$ cat src/rtl/csr_exec_pkg.sv
// Shared types and constants for the CSR access execution unit.
package csr_exec_pkg;

    localparam logic [6:0] OPC_SYSTEM = 7'b1110011;

    typedef enum logic [1:0] {
        CSR_OP_SWAP = 2'd0,
        CSR_OP_SET  = 2'd1,
        CSR_OP_CLR  = 2'd2,
        CSR_OP_NONE = 2'd3
    } csr_op_e;

endpackage

$ cat src/rtl/csr_instr_decode.sv
// Splits the instruction word and decides engagement, read need and write attempt.
// Assumes the fixed CSR instruction layout; privilege is not considered.
module csr_instr_decode
    import csr_exec_pkg::*;
(
    input  logic        in_valid,
    input  logic [31:0] instr,
    output csr_op_e     op,
    output logic        use_imm,
    output logic        engaged,
    output logic        read_req,
    output logic        write_try,
    output logic        ro_target,
    output logic [4:0]  src_field,
    output logic [4:0]  dst_idx,
    output logic [11:0] addr
);

    logic [2:0] funct3;
    logic [6:0] opcode;

    assign addr      = instr[31:20];
    assign src_field = instr[19:15];
    assign funct3    = instr[14:12];
    assign dst_idx   = instr[11:7];
    assign opcode    = instr[6:0];
    assign use_imm   = funct3[2];

    // Map funct3 onto the operation kind.
    always_comb begin
        unique case (funct3)
            3'b001, 3'b101: op = CSR_OP_SWAP;
            3'b010, 3'b110: op = CSR_OP_SET;
            3'b011, 3'b111: op = CSR_OP_CLR;
            default:        op = CSR_OP_NONE;
        endcase
    end

    // Decide engagement and the field-based read/write gating.
    always_comb begin
        engaged   = in_valid && (opcode == OPC_SYSTEM) && (op != CSR_OP_NONE);
        read_req  = (op == CSR_OP_SWAP) ? (dst_idx != 5'd0) : 1'b1;
        write_try = (op == CSR_OP_SWAP) ? 1'b1 : (src_field != 5'd0);
        ro_target = (addr[11:10] == 2'b11);
    end

endmodule

$ cat src/rtl/csr_wdata_calc.sv
// Forms the operand (register or zero-extended immediate) and the new CSR value.
// Swap writes the operand as is; set/clear only touch bits the mask marks writable.
module csr_wdata_calc
    import csr_exec_pkg::*;
#(
    parameter int XLEN  = 32,
    parameter int CSR_W = 32
) (
    input  csr_op_e          op,
    input  logic             use_imm,
    input  logic [4:0]       uimm,
    input  logic [XLEN-1:0]  rs1_val,
    input  logic [CSR_W-1:0] old_val,
    input  logic [CSR_W-1:0] wmask,
    output logic [CSR_W-1:0] new_val
);

    logic [CSR_W-1:0] operand;

    // Select the operand source.
    always_comb begin
        operand = '0;
        if (use_imm) operand[4:0] = uimm;
        else         operand      = rs1_val[CSR_W-1:0];
    end

    // Per-bit merge of operand into the old value.
    for (genvar b = 0; b < CSR_W; b++) begin : g_bit
        logic hit;
        assign hit = operand[b] & wmask[b];
        always_comb begin
            unique case (op)
                CSR_OP_SWAP: new_val[b] = operand[b];
                CSR_OP_SET:  new_val[b] = old_val[b] | hit;
                CSR_OP_CLR:  new_val[b] = old_val[b] & ~hit;
                default:     new_val[b] = old_val[b];
            endcase
        end
    end

endmodule

$ cat src/rtl/csr_result_stage.sv
// Registers the completion, destination write and fault for one cycle.
// Assumes a synchronous active-low reset.
module csr_result_stage #(
    parameter int XLEN = 32
) (
    input  logic            clk,
    input  logic            rst_n,
    input  logic            accept,
    input  logic            fault,
    input  logic [4:0]      dst_idx,
    input  logic [XLEN-1:0] old_ext,
    output logic            done,
    output logic            rd_we,
    output logic [4:0]      rd_idx,
    output logic [XLEN-1:0] rd_value,
    output logic            illegal
);

    logic we_nxt;
    assign we_nxt = accept && !fault && (dst_idx != 5'd0);

    // Capture the result of the accepted access.
    always_ff @(posedge clk) begin
        if (!rst_n) begin
            done     <= 1'b0;
            rd_we    <= 1'b0;
            rd_idx   <= 5'd0;
            rd_value <= '0;
            illegal  <= 1'b0;
        end else begin
            done     <= accept;
            rd_we    <= we_nxt;
            rd_idx   <= accept ? dst_idx : 5'd0;
            rd_value <= we_nxt ? old_ext : '0;
            illegal  <= accept && fault;
        end
    end

endmodule

$ cat src/rtl/csr_exec_unit.sv
// Top of the CSR access execution unit: combinational CSR port, registered result.
// Assumes CSR_W <= XLEN and CSR_W >= 5; the CSR side answers in the same cycle.
module csr_exec_unit
    import csr_exec_pkg::*;
#(
    parameter int XLEN  = 32,
    parameter int CSR_W = 32
) (
    input  logic             clk,
    input  logic             rst_n,
    input  logic             in_valid,
    input  logic [31:0]      instr,
    input  logic [XLEN-1:0]  rs1_val,
    output logic [11:0]      csr_addr,
    output logic             csr_rd_en,
    output logic             csr_wr_en,
    output logic [CSR_W-1:0] csr_wdata,
    input  logic [CSR_W-1:0] csr_rdata,
    input  logic [CSR_W-1:0] csr_wmask,
    output logic             done,
    output logic             rd_we,
    output logic [4:0]       rd_idx,
    output logic [XLEN-1:0]  rd_value,
    output logic             illegal
);

    csr_op_e          op;
    logic             use_imm, engaged, read_req, write_try, ro_target;
    logic [4:0]       src_field, dst_idx;
    logic             fault;
    logic [CSR_W-1:0] new_val;
    logic [XLEN-1:0]  old_ext;

    csr_instr_decode u_dec (
        .in_valid  (in_valid),
        .instr     (instr),
        .op        (op),
        .use_imm   (use_imm),
        .engaged   (engaged),
        .read_req  (read_req),
        .write_try (write_try),
        .ro_target (ro_target),
        .src_field (src_field),
        .dst_idx   (dst_idx),
        .addr      (csr_addr)
    );

    csr_wdata_calc #(.XLEN(XLEN), .CSR_W(CSR_W)) u_calc (
        .op      (op),
        .use_imm (use_imm),
        .uimm    (src_field),
        .rs1_val (rs1_val),
        .old_val (csr_rdata),
        .wmask   (csr_wmask),
        .new_val (new_val)
    );

    // Strobe gating: a faulting access touches the CSR not at all.
    always_comb begin
        fault     = engaged && write_try && ro_target;
        csr_rd_en = engaged && read_req && !fault;
        csr_wr_en = engaged && write_try && !fault;
        csr_wdata = csr_wr_en ? new_val : '0;
    end

    // Zero-extend the old CSR value to register width.
    always_comb begin
        old_ext              = '0;
        old_ext[CSR_W-1:0]   = csr_rdata;
    end

    csr_result_stage #(.XLEN(XLEN)) u_res (
        .clk      (clk),
        .rst_n    (rst_n),
        .accept   (engaged),
        .fault    (fault),
        .dst_idx  (dst_idx),
        .old_ext  (old_ext),
        .done     (done),
        .rd_we    (rd_we),
        .rd_idx   (rd_idx),
        .rd_value (rd_value),
        .illegal  (illegal)
    );

endmodule

$ cat config.mk
export PLATFORM = sky130hd
export DESIGN_NAME = csr_exec_unit
export DESIGN_NICKNAME = d
export VERILOG_FILES = /design/src/rtl/csr_exec_pkg.sv /design/src/rtl/csr_instr_decode.sv /design/src/rtl/csr_wdata_calc.sv /design/src/rtl/csr_result_stage.sv /design/src/rtl/csr_exec_unit.sv
export SDC_FILE = /design/constraint.sdc
export NUM_CORES = 1
export LEC_CHECK = 0
export ABC_AREA = 1
export BUFFER_PORTS_ARGS = -buffer_cell sky130_fd_sc_hd__buf_2
export CELL_PAD_IN_SITES_DETAIL_PLACEMENT = 2
export CELL_PAD_IN_SITES_GLOBAL_PLACEMENT = 2
export CORE_ASPECT_RATIO = 0.6
export CORE_MARGIN = 3
export CORE_UTILIZATION = 18
export DETAILED_ROUTE_END_ITERATION = 7
export HOLD_SLACK_MARGIN = 0.06
export PLACE_DENSITY_LB_ADDON = 0.05
export SLEW_MARGIN = 10
export SYNTH_ARGS = -nofsm -noshare
export SYNTH_HDL_FRONTEND = slang
export SYNTH_SLANG_ARGS = --single-unit
$ cat constraint.sdc
create_clock -name clk -period 1.7 [get_ports clk]
set_clock_uncertainty 0.2 [all_clocks]
set_input_delay 0.085 -clock clk [delete_from_list [all_inputs] [get_ports clk]]
set_output_delay 0.085 -clock clk [all_outputs]
set_load 0.1 [all_outputs]
==> impl_metrics.yaml, run 1 <==
cells_and_area:
  area_growth_pct: 95.7
  final_cell_mix: "buf_2, nand2_1, inv_1"
  stdcell_area_um2: 5580
  ff_latch_area_um2: 801
  fin_nets: 883
  layout_commonest_cell: "buf_2"
  layout-drive-gt1-share_pct: 38.9
  multi_input_area_um2: 1830
  fillCellCount: 1809
  n_antenna_cell: 0
global_route:
  grt_pass1_wl_mm: 25.5
  grt_start_max_net_pins: 24
  grt-ovfl-total: 0
  globalRouteTotalUtil_pct: 18.4
  grt_pass1_vias: 4601
  antenna_found_initial: 3
floorplan:
  core_area_um2: 15000
  fp.dieW_um: 169
  die_area_um2: 17400
  dieHeight_um: 104
  initial_core_util_pct: 19.1
  ios: 217
  rows: 34
power_and_ir_drop:
  powerDensity_nw_per_um2: 506
  p_leak_nw: 2.94
  clkPwrFrac_pct: 36.1
  sw_frac_of_total_pct: 34.5
  switchingPower_uw: 974
  pwr-share-seq_pct: 33.2
  peakVddDrop_uv: 302
  power.share.combinational_pct: 30.7
  p_int_mw: 1.85
route:
  first_iter_violations: 109
  via_per_inst: 4.35
  routed_wirelength_mm: 16.2
  drcViolationCount: 0
  via_count: 4133
  detail_route.wl_per_cell_um: 17.0
  dr.pass1.iters: 4
  ant_nets: 0
place:
  post_dp_cell_area_um2: 4880
  port_buffers: 196
  place_congestion: 0.742
  dp_hpwl_mm: 12.7
  place_ws_ps: 5.01
clock_tree:
  clockBufferDepth: 2
  cts_tree: "built"
  cts-buffers-inserted: 5
  cts_root_buf: "clkbuf_16"
  cts_setup_buffers: 0
  path_clk_slew_ps: 70
  cts_max_level: 2
  cts_sinks: 40
sta:
  setup_slack_ps: 42.2
  max_clock_freq_mhz: 603
  hold_viol: 0
  finalCritPeriodShare_pct: 97.5
  drv_slew: 0
  finalCriticalPeriod_ps: 1660
  slew_headroom_pct: 32.8
  setup_viol: 0
  worst_pin_slew_ps: 1010
synthesis:
  synth_cell_types: 22
  synth_seq_cells: 40
  yosysSeqAreaShare_pct: 28.1
  syn_area_um2: 2850
  yosys_warnings: 0
  syn-num-nets: 645
  synthCells: 514
  syn_area_per_cell_um2: 5.55
setup_path:
  crit_fanout: 3
  crit_arrival_ps: 1370
  end_kind: "output pin"
  worstPathRequired_ps: 1410
  critPathLaunchType: "input pin"
  path_class: "input pin to output pin"
job:
  drv_cap: 0
worst_hold_path:
  hold_path.class: "input pin to register"
run_status:
  outcome: "finished, final reports clean"
## metal layers
| layer | global-route usage, % | share of wire (%) | up-vias |
|---|---|---|---|
| met1 | 24.1 | 47 | 1965 |
| met2 | 31.4 | 46 | 126 |
| li1 | - | - | 2024 |
| met4 | 2.28 | 0.42 | 6 |
| met3 | 4.87 | 6.3 | 12 |
| met5 | 0 | 0.17 | - |
## path summary, 6_finish.rpt
check / depth (start not counted) / startpoint / slack (ps) / to
max: 9 / csr_rdata[15] / 40 / csr_wdata[15]
min: 4 / csr_rdata[1] / 30 / u_res.rd_value[1]
## kinds of logic after synthesis
family,after synthesis,share of synthesized area [%]
simple gates,320,46.4
buf+inv,115,18.0
flops,40,28.1
compound gates,39,7.54
## stage by stage
| stage | instances | utilization, % | hold slack, ps | power (mW) | TNS, ps |
|---|---|---|---|---|---|
| final | 951 | 37.3 | 28.4 | 2.83 | 0 |
| after global routing | 951 | 37.3 | 59.3 | 3.01 | -9.73 |
| after CTS | 952 | 36.8 | 80.5 | 2.86 | 0 |
| after detailed placement | 896 | 32.6 | -29.3 | 1.63 | 0 |
| after global placement | 896 | 32.6 | -29.3 | 1.60 | 0 |
| after floorplan | 514 | - | -2.78 | 1.44 | -27530 |
## cells in the mapped netlist
cell type | instances | share of area, %
a21oi_1 | 5 | 0.88
buf_2 | 3 | 0.53
buf_4 | 13 | 3.4
buf_6 | 3 | 1.2
clkbuf_1 | 16 | 2.1
dfxtp_1 | 40 | 28
inv_1 | 77 | 10
inv_2 | 1 | 0.13
inv_4 | 1 | 0.22
inv_6 | 1 | 0.31
nand2_1 | 163 | 21
nand2_2 | 2 | 0.44
nand2_4 | 1 | 0.39
nand3_1 | 56 | 9.8
nand4_1 | 5 | 1.1
nor2_1 | 88 | 12
nor2_2 | 2 | 0.44
nor2_4 | 1 | 0.39
nor3_1 | 1 | 0.18
nor3_4 | 1 | 0.57
o211ai_1 | 8 | 2.1
o21ai_0 | 26 | 4.6
## layout make-up
class / instances / area share (%)
Sequential cell: 40 / 14.3
Tap cell: 198 / 4.44
Clock buffer: 8 / 2.62
Inverter: 80 / 5.89
Timing Repair Buffer: 266 / 40.0
Multi-Input combinational cell: 359 / 32.7
## power by group through the flow
stage	clock network, mW	registers [mW]	logic (mW)
after floorplan	0	0.965	0.475
after global placement	0	0.959	0.641
after detailed placement	0	0.959	0.667
after CTS	1.08	0.937	0.850
after global routing	1.12	0.937	0.959
final	1.02	0.938	0.869
## worst max-delay path, stage by stage
cell and delay [ps]:
dlygate4sd3_1 520, buf_2 90, inv_1 60, nand2_1 80
nand3_1 70, nand2_1 90, nand2_2 70, nor2_4 100
buf_12 180
## timing repair
action | CTS | global route
pin swaps | 0 | 23
hold buffers | 48 | 0
setup endpoints to repair | 2 | 30
endpoints found under the hold margin | 48 | 0
gates resized for setup | 1 | 36
## flip-flops by register name, indices dropped and copies added, names as in the netlist
| register | cells |
|---|---|
| u_res.rd_value | 32 |
| u_res.rd_we | 1 |
| u_res.illegal | 1 |
| u_res.done | 1 |
| u_res.rd_idx | 5 |
No activity file was read; power rests on OpenSTA's default activity.
==> inputs of run 2 (changes only) <==
--- a/config.mk
+++ b/config.mk
@@ -10,7 +10,7 @@
 export CELL_PAD_IN_SITES_DETAIL_PLACEMENT = 2
 export CELL_PAD_IN_SITES_GLOBAL_PLACEMENT = 2
 export CORE_ASPECT_RATIO = 0.6
-export CORE_MARGIN = 3
+export CORE_MARGIN = 2
 export CORE_UTILIZATION = 18
 export DETAILED_ROUTE_END_ITERATION = 7
 export HOLD_SLACK_MARGIN = 0.06
==> run 2 against run 1 <==
Sequential cell count stayed put. Cell count is 1.4% higher. Wire length grew 0.41%. Combinational power rose by 3.1%. Utilization decreased by 0.083 points. Critical path depth did not move.
==> impl_metrics.yaml, run 2 (synthesis gave the netlist of run 1 again) <==
setup_path:
  crit_arrival_ps: 1380
  path_class: "input pin to output pin"
  worstPathRequired_ps: 1410
  end_kind: "output pin"
  crit_fanout: 3
  critPathLaunchType: "input pin"
global_route:
  globalRouteTotalUtil_pct: 19.2
  grt_pass1_vias: 4676
  grt-ovfl-total: 0
  grt_pass1_wl_mm: 25.4
  grt_use_met1_pct: 23.7
  top_usage_layer: "met2"
  grtUsageMet2_pct: 34.0
  antenna_found_initial: 4
  grt_start_max_net_pins: 26
  grt_use_met3_pct: 5.59
cells_and_area:
  max_flop_register: "u_res.rd_value"
  stdcell_area_um2: 5730
  final_cell_mix: "buf_2, nand2_1, nor2_1"
  ff_latch_area_um2: 801
  multi_input_area_um2: 1870
  layout-drive-gt1-share_pct: 41.9
  finalNonFillerCells: 964
  area_growth_pct: 101
  layout_commonest_cell: "buf_2"
  reg_top3: "u_res.rd_value x32, u_res.rd_idx x5"
  largest_reg_flops: 32
  fillCellCount: 1860
  fin_util_pct: 37.2
  fin_nets: 886
route:
  detail_route.wl_per_cell_um: 16.9
  drcViolationCount: 0
  via_count: 4122
  routed_wirelength_mm: 16.3
  ant_nets: 0
  via_per_inst: 4.28
  first_iter_violations: 96
  dr.pass1.iters: 4
job:
  drv_cap: 0
floorplan:
  initial_core_util_pct: 18.5
  die_area_um2: 16900
  rows: 35
  fp.dieW_um: 167
  ios: 217
  dieHeight_um: 102
  core_area_um2: 15400
sta:
  finalCritPeriodShare_pct: 97.7
  hold_viol: 0
  max_clock_freq_mhz: 602
  setup_viol: 0
  fin_tns_setup_ps: 0
  finalCriticalPeriod_ps: 1660
  hold_slack_ps: 156
  setup_slack_ps: 39.8
  worst_pin_slew_ps: 991
  grt_setup_unrepaired: "true"
  slew_headroom_pct: 33.7
  drv_slew: 0
place:
  place_ws_ps: -73.2
  dp_hpwl_mm: 12.4
  place_congestion: 0.755
  post_dp_cell_area_um2: 4910
  port_buffers: 196
  dp.cells: 901
run_status:
  outcome: "finished, final reports clean"
clock_tree:
  cts_max_level: 2
  cts-buffers-inserted: 5
  path_clk_slew_ps: 80
  cts_sinks: 40
  clockBufferDepth: 2
  cts_tree: "built"
  cts_root_buf: "clkbuf_16"
power_and_ir_drop:
  peakVddDrop_uv: 325
  powerDensity_nw_per_um2: 525
  p_leak_nw: 2.94
  finalPower_mw: 3.01
worst_hold_path:
  hold_path.class: "input pin to register"
[run 2: cell count changes in the layout (fill, tap and decap cells not counted), moves of 3 or more]
cell	delta
dlygate4sd3_1	+5
nand2_2	+6
inv_2	+9
nand3_1	-4
diode_2	+5
nand3_2	+3
nand2_1	-7
dlymetal6s4s_1	-5
inv_1	-10
[run 2: path summary, 6_finish.rpt]
kind                     startpoint             to  depth (start not counted)
worst min-delay path      instr[31]  u_res.illegal                          5
worst max-delay path  csr_rdata[12]  csr_wdata[12]                          9
[run 2: area by class of cell]
class | count | share of cell area [%]
multi-input cells | 359 | 32.7
clock inverters | 3 | 0.742
repair buffers | 269 | 40.0
clock buffers | 5 | 2.18
diodes | 5 | 0.218
inverters | 80 | 5.80
well taps | 203 | 4.43
flip-flops and latches | 40 | 14.0
[run 2: layer usage]
metal / wire (um) / vias up
met5: 16 / -
met2: 7640 / 127
met1: 7470 / 1941
met3: 1060 / 9
li1: - / 2043
met4: 87 / 2
[run 2: worst max-delay path: stages]
cell	delay (ps)
dlygate4sd3_1	520
buf_2	100
inv_1	70
nand2_1	70
nand3_1	60
nand2_1	80
nand2_1	90
nor2_4	120
buf_12	180
[run 2: repair_timing]
action                                  CTS  global route
pin swaps                                 4            28
resized for setup                        17            42
gates cloned                              1             0
buffers inserted                          2             0
endpoints found under the setup margin   32            33
hold buffers                             48             0
hold endpoints to repair                 48             0
[run 2: power breakdown]
group          switching [mW]  total (mW)  internal [mW]
clock network           0.485        1.18          0.693
registers            0.000204       0.937          0.937
logic                   0.556       0.896          0.341
total                    1.04        3.01           1.97
